--- src/rtl/ssc_pkg.sv ---
// Package: shared register addresses for the soft reset / clock sequencer.
// Assumes a 3-bit word address; unlisted addresses read as zero.
package ssc_pkg;
    localparam int ADDR_W = 3;

    typedef enum logic [ADDR_W-1:0] {
        A_CTRL  = 3'd0,
        A_STAT  = 3'd1,
        A_TX_LO = 3'd2,
        A_TX_HI = 3'd3,
        A_RX_LO = 3'd4,
        A_RX_HI = 3'd5
    } reg_sel_e;

    localparam int B_CLK = 0;  // clock enable / clock running
    localparam int B_RST = 1;  // reset request / reset done
endpackage

--- src/rtl/ssc_delay.sv ---
// Module: level-qualified delay timer.
// Raises done once level has been held for DELAY clock edges; done drops on
// the first edge that sees level low. Assumes DELAY >= 1.
module ssc_delay #(
    parameter int DELAY = 8
) (
    input  logic clk,
    input  logic rst_n,
    input  logic level,
    output logic done
);
    localparam int CW = $clog2(DELAY + 1);

    logic [CW-1:0] cnt;

    // Count edges with level held; saturate once done is raised.
    always_ff @(posedge clk) begin
        if (!rst_n || !level) begin
            cnt  <= '0;
            done <= 1'b0;
        end else if (!done) begin
            cnt <= cnt + 1'b1;
            if (cnt == CW'(DELAY - 1)) begin
                done <= 1'b1;
            end
        end
    end
endmodule

--- src/rtl/ssc_byte_acc.sv ---
// Module: wrapping byte total.
// Adds inc on each strobe, modulo 2^CNT_W. A high clr holds the total at
// zero and overrides the strobe.
module ssc_byte_acc #(
    parameter int CNT_W = 64,
    parameter int INC_W = 16
) (
    input  logic             clk,
    input  logic             rst_n,
    input  logic             clr,
    input  logic             strobe,
    input  logic [INC_W-1:0] inc,
    output logic [CNT_W-1:0] total
);
    // Accumulate increments, or hold at zero while cleared.
    always_ff @(posedge clk) begin
        if (!rst_n || clr) begin
            total <= '0;
        end else if (strobe) begin
            total <= total + CNT_W'(inc);
        end
    end
endmodule

--- src/rtl/ssc_regs.sv ---
// Module: register file and read path.
// Holds the two control bits, decodes the read mux and keeps a capture of
// each total's high word, taken on a low-word read. Read data is
// combinational on reg_addr. Assumes single-cycle rd/wr strobes.
module ssc_regs
    import ssc_pkg::*;
#(
    parameter int WORD_W = 32
) (
    input  logic                clk,
    input  logic                rst_n,
    input  logic                wr,
    input  logic                rd,
    input  logic [ADDR_W-1:0]   addr,
    input  logic [WORD_W-1:0]   wdata,
    output logic [WORD_W-1:0]   rdata,
    input  logic                clk_on,
    input  logic                rst_done,
    input  logic [2*WORD_W-1:0] tx_total,
    input  logic [2*WORD_W-1:0] rx_total,
    output logic                ctrl_clk_en,
    output logic                ctrl_rst_req
);
    logic [WORD_W-1:0] tx_hi_cap, rx_hi_cap;
    logic              unused_wdata;

    assign unused_wdata = ^wdata[WORD_W-1:2];

    // Control register: only address 0 is writable.
    always_ff @(posedge clk) begin
        if (!rst_n) begin
            ctrl_clk_en  <= 1'b0;
            ctrl_rst_req <= 1'b0;
        end else if (wr && addr == A_CTRL) begin
            ctrl_clk_en  <= wdata[B_CLK];
            ctrl_rst_req <= wdata[B_RST];
        end
    end

    // High-word capture on a low-word read.
    always_ff @(posedge clk) begin
        if (!rst_n) begin
            tx_hi_cap <= '0;
            rx_hi_cap <= '0;
        end else if (rd) begin
            if (addr == A_TX_LO) tx_hi_cap <= tx_total[2*WORD_W-1:WORD_W];
            if (addr == A_RX_LO) rx_hi_cap <= rx_total[2*WORD_W-1:WORD_W];
        end
    end

    // Read multiplexer.
    always_comb begin
        rdata = '0;
        case (addr)
            A_CTRL: begin
                rdata[B_CLK] = ctrl_clk_en;
                rdata[B_RST] = ctrl_rst_req;
            end
            A_STAT: begin
                rdata[B_CLK] = clk_on;
                rdata[B_RST] = rst_done;
            end
            A_TX_LO: rdata = tx_total[WORD_W-1:0];
            A_TX_HI: rdata = tx_hi_cap;
            A_RX_LO: rdata = rx_total[WORD_W-1:0];
            A_RX_HI: rdata = rx_hi_cap;
            default: rdata = '0;
        endcase
    end
endmodule

--- src/rtl/subsys_ctl_seq.sv ---
// Module: soft reset and clock enable sequencer (top).
// Drives the subsystem's soft reset and clock-gate enable from control
// bits. Reports reset completion and clock-on after parameterised delays.
// Keeps transmit and receive byte totals of 2*WORD_W bits each.
// Assumes: the gating cell and the datapath are outside; RST_CYCLES >= 1
// and CLK_CYCLES >= 1.
module subsys_ctl_seq #(
    parameter int WORD_W     = 32,
    parameter int INC_W      = 16,
    parameter int RST_CYCLES = 16,
    parameter int CLK_CYCLES = 8
) (
    input  logic              clk,
    input  logic              rst_n,
    input  logic              reg_wr,
    input  logic              reg_rd,
    input  logic [2:0]        reg_addr,
    input  logic [WORD_W-1:0] reg_wdata,
    output logic [WORD_W-1:0] reg_rdata,
    input  logic              tx_strobe,
    input  logic [INC_W-1:0]  tx_bytes,
    input  logic              rx_strobe,
    input  logic [INC_W-1:0]  rx_bytes,
    output logic              gclk_en,
    output logic              sub_rst_n
);
    localparam int CNT_W = 2 * WORD_W;
    localparam int NCH   = 2;  // channel 0 transmit, channel 1 receive

    logic             ctrl_clk_en, ctrl_rst_req;
    logic             clk_on, rst_done;
    logic [CNT_W-1:0] totals [NCH];
    logic [NCH-1:0]   strobes;
    logic [INC_W-1:0] incs   [NCH];
    logic [CNT_W-1:0] tx_cnt, rx_cnt;

    assign gclk_en   = ctrl_clk_en;
    assign sub_rst_n = ~ctrl_rst_req;
    assign strobes   = {rx_strobe, tx_strobe};
    assign incs[0]   = tx_bytes;
    assign incs[1]   = rx_bytes;
    assign tx_cnt    = totals[0];
    assign rx_cnt    = totals[1];

    ssc_regs #(.WORD_W(WORD_W)) u_regs (
        .clk          (clk),
        .rst_n        (rst_n),
        .wr           (reg_wr),
        .rd           (reg_rd),
        .addr         (reg_addr),
        .wdata        (reg_wdata),
        .rdata        (reg_rdata),
        .clk_on       (clk_on),
        .rst_done     (rst_done),
        .tx_total     (tx_cnt),
        .rx_total     (rx_cnt),
        .ctrl_clk_en  (ctrl_clk_en),
        .ctrl_rst_req (ctrl_rst_req)
    );

    ssc_delay #(.DELAY(RST_CYCLES)) u_rst_timer (
        .clk   (clk),
        .rst_n (rst_n),
        .level (ctrl_rst_req),
        .done  (rst_done)
    );

    ssc_delay #(.DELAY(CLK_CYCLES)) u_clk_timer (
        .clk   (clk),
        .rst_n (rst_n),
        .level (ctrl_clk_en),
        .done  (clk_on)
    );

    for (genvar ch = 0; ch < NCH; ch++) begin : g_acc
        ssc_byte_acc #(.CNT_W(CNT_W), .INC_W(INC_W)) u_acc (
            .clk    (clk),
            .rst_n  (rst_n),
            .clr    (ctrl_rst_req),
            .strobe (strobes[ch]),
            .inc    (incs[ch]),
            .total  (totals[ch])
        );
    end
endmodule

--- config.mk ---
export PLATFORM = sky130hd
export DESIGN_NAME = subsys_ctl_seq
export DESIGN_NICKNAME = d
export VERILOG_FILES = /design/src/rtl/ssc_pkg.sv /design/src/rtl/ssc_delay.sv /design/src/rtl/ssc_byte_acc.sv /design/src/rtl/ssc_regs.sv /design/src/rtl/subsys_ctl_seq.sv
export SDC_FILE = /design/constraint.sdc
export NUM_CORES = 1
export LEC_CHECK = 0
export CAP_MARGIN = 10
export CORE_MARGIN = 10
export CORE_UTILIZATION = 50
export CTS_CLUSTER_DIAMETER = 120
export DETAILED_ROUTE_END_ITERATION = 8
export GPL_ROUTABILITY_DRIVEN = 1
export PLACE_DENSITY = 0.79
export RECOVER_POWER = 50
export SLEW_MARGIN = 20
export SYNTH_ARGS = -nofsm -noshare
export SYNTH_HDL_FRONTEND = slang
export SYNTH_SLANG_ARGS = --single-unit
--- constraint.sdc ---
create_clock -name clk -period 3.7 [get_ports clk]
set_clock_uncertainty 0.1 [all_clocks]
set_input_delay 1.11 -clock clk [delete_from_list [all_inputs] [get_ports clk]]
set_output_delay 1.11 -clock clk [all_outputs]
set_load 0.05 [all_outputs]
==> metrics.md <==
| Metric | Value |
|---|---|
| Outcome | `finished with violations` |
| Violated checks | `max-capacitance violations, max-slew violations, negative setup slack` |
| Initial antenna violation count | `1` |
| Share of cells above drive strength 1 | `15.5%` |
| Seq cells post-synth | `205` |
| Post-Syn Nets | `1467` |
| Ys flop type | `dfxtp_1` |
| CP Capture Type | `primary output` |
| Maximum capacitance violations | `2` |
| Most used cell, CP | `buf_12` |
| Post-route ant nets | `0` |
| Worst skew pair latency | `0.52 ns` |
| DP HPWL | `24300 um` |
| Clk buf depth | `3` |
| Drt via density | `6.21` |
| Most frequent cells in the layout | `212 x nand2_1, 205 x dfxtp_1, 96 x a21oi_1, 85 x buf_4, 80 x nor2_1` |
| WP buf/inv | `4` |
| Dpl ws | `-0.401 ns` |
| Yosys cell types | `60` |
| Post-synthesis cell area | `11100 um2` |
| Worst vdd ir | `254 uV` |
| Largest net degree at the start of global routing | `50` |
| Clock slew seen by the registers of the worst setup and hold paths | `0.06 ns` |
| Initial Util | `50.9%` |
| FFs w/ async S/R, synth | `0%` |
| Pleak | `5.05 nW` |
| First-pass GRT wire length | `54100 um` |
| Slowest CP cell | `a221o_2` |
| WP data required | `2.49 ns` |
| Crit Path Max Fanout | `8` |
| Critical-path cell list | `buf_8 > and3b_2 > buf_6 > buf_12 > a22o_1 > a221o_2 > buf_12` |
| Filler Cell Count | `1760` |
| Largest stage delay on the critical path | `0.36 ns` |
| Mean Syn Cell Area | `8.19 um2` |
| DR pass1 iterations | `6` |
| Power Total | `0.00556 W` |
| Top Ports | `107` |
| Top cells by area, synth | `dfxtp_1 37%, nand2_1 7.2%, a21boi_0 4.5%, a21oi_1 4.4%, ha_1 3.9%` |
| FF-to-FF path depth | `10` |
| Register Area | `4100 um2` |
| Via count | `10986` |
| Synth warn | `0` |
| Worst hold path class | `reg -> reg` |
| Number of global-route vias before repair | `10584` |
| Final wirelength | `34300 um` |
| Area leader, netlist | `dfxtp_1` |
| Htree depth | `1` |
| Sinks on the clock net | `205` |
| Die span in x | `169 um` |
| Setup-failing EPs final | `11` |
| Die height | `169 um` |
| Sequential cell area fraction in the yosys report | `36.9%` |
| Core ar. | `21800 um2` |
| Die Area | `28600 um2` |
| CTS tree | `built` |
| Final net count | `1585` |
| Hold Crit Depth | `2` |
| Final hold vios | `0` |
| Cell Pwr Density | `399 nW/um2` |
| Final min period | `3.73 ns` |
| Synthesis-to-finish area growth | `25.6%` |
| RSZ-0062 raised after global routing | `true` |
| GRT Residual Overflow | `0` |
| Rel. slew slack | `-12.3%` |
| Instance count on the critical path | `7` |
| Top delay family on crit path | `compound AO/OA/AOI/OAI gates` |
| F_max | `0.268 GHz` |
| Cell count after synthesis | `1357` |
| TritonCTS Buffers | `23` |
| Worst setup margin | `-0.0313 ns` |
| Most common cell after layout, fill and taps aside | `nand2_1` |
| Worst-margin pin slew | `1.69 ns` |
| Final hold slack | `0.369 ns` |
| Placer Congestion | `0.907` |
| Post-synth EDFFs | `0` |
| CP Class | `in -> out` |
| Hold buffer count at CTS | `0` |
| Root Driver | `clkbuf_16` |
| Fin crit share | `101%` |
| Final core occ | `63.9%` |
| Area share of the largest cell type after synthesis | `36.9%` |
| Buffers on Ports | `76` |
| # DRC | `0` |
| Area of the multi-input gates | `6770 um2` |
| Total Routing Usage GR | `22.7%` |
| Max Slew Vio Count | `79` |
| Crit path launch type | `input port` |
| Iter 0 DRT Violations | `1064` |
| Site Rows | `54` |
| Critical Path AT | `2.52 ns` |
| Routed len/inst | `19.4 um` |
==> where the power goes <==
part / leakage [nW] / switching [W] / internal (W)
clock network: 0.327 / 0.000940 / 0.00118
registers: 1.66 / 0.0000783 / 0.00226
logic: 3.06 / 0.000596 / 0.000506
total: 5.05 / 0.00161 / 0.00395
==> registers in the layout, indices dropped and copies added, names as in the netlist <==
name                 count
u_regs.rx_hi_cap        32
u_regs.tx_hi_cap        32
u_rst_timer.done         1
u_clk_timer.done         1
g_acc.u_acc.total      128
u_rst_timer.cnt          5
u_clk_timer.cnt          4
u_regs.ctrl_clk_en       1
u_regs.ctrl_rst_req      1
==> cell type report <==
class                   count  area share [%]
flip-flops and latches    205            29.4
clock inverters             9           0.404
repair buffers            179            14.2
diodes                      1          0.0179
multi-input cells        1047            48.6
well taps                 280            2.51
inverters                  19           0.511
clock buffers              29            4.43
==> synthesized netlist by cell type (15+ instances only) <==
master,instances
or3_1,45
and3_1,27
dfxtp_1,205
a21boi_0,66
a211oi_1,16
clkbuf_1,82
nand3_1,45
nand2b_1,19
inv_1,19
o21ai_0,57
ha_1,35
nand2_1,213
or4_1,21
a21o_1,15
mux2i_1,23
a221o_1,30
a22o_1,30
a21oi_1,98
xnor2_1,35
nor2_1,81
nand4_1,32
==> timing repair <==
item                                    4_1_cts  5_1_grt
gates resized for setup                      33        6
pin swaps                                     5        5
endpoints found under the setup margin       32       23
cloned                                        3        0
setup buffers                                 3        1
==> per-layer routing <==
layer | track usage, % | vias to the layer above | part of all wire, %
met5 | 0 | - | 0
met4 | 11.5 | 0 | 4.6
met3 | 4.49 | 93 | 8.9
met2 | 38.0 | 459 | 47
met1 | 27.1 | 5193 | 40
li1 | - | 5241 | -
==> cells by family after synthesis <==
logic type / count (synthesis) / synth area share, %
buffers and inverters: 105 / 3.55
DFF: 205 / 36.9
AOI/OAI and AO/OA: 399 / 25.2
adders and majority gates: 37 / 4.30
muxes: 28 / 2.58
and+or+nand+nor: 535 / 23.6
xor gates and xnor gates: 48 / 3.78
==> final timing paths <==
kind	from	endpoint	slack, ns
worst max-delay path	reg_addr[2]	reg_rdata[3]	-0.03
worst min-delay path	u_regs.rx_hi_cap[24]	u_regs.rx_hi_cap[24]	0.37
worst max register to register	g_acc[0].u_acc.total[0]	g_acc[0].u_acc.total[50]	0.75
worst min register to register	u_regs.rx_hi_cap[24]	u_regs.rx_hi_cap[24]	0.37
==> worst min-delay path, stage by stage, from the launching register on <==
cell and delay (ns):
dfxtp_1 0.31, nand2_1 0.05, a21boi_0 0.06
==> per-stage QoR <==
step,std cells,instance area (um2),TNS (ns)
global route,1768,13900,-0.428
global placement,1723,13100,-20.89
CTS,1767,14000,-0.00216
floorplan,1357,11100,0
detailed placement,1723,13100,-23.72
finish,1769,14000,-0.142
Note: power is estimated with default switching activity, not from simulation.
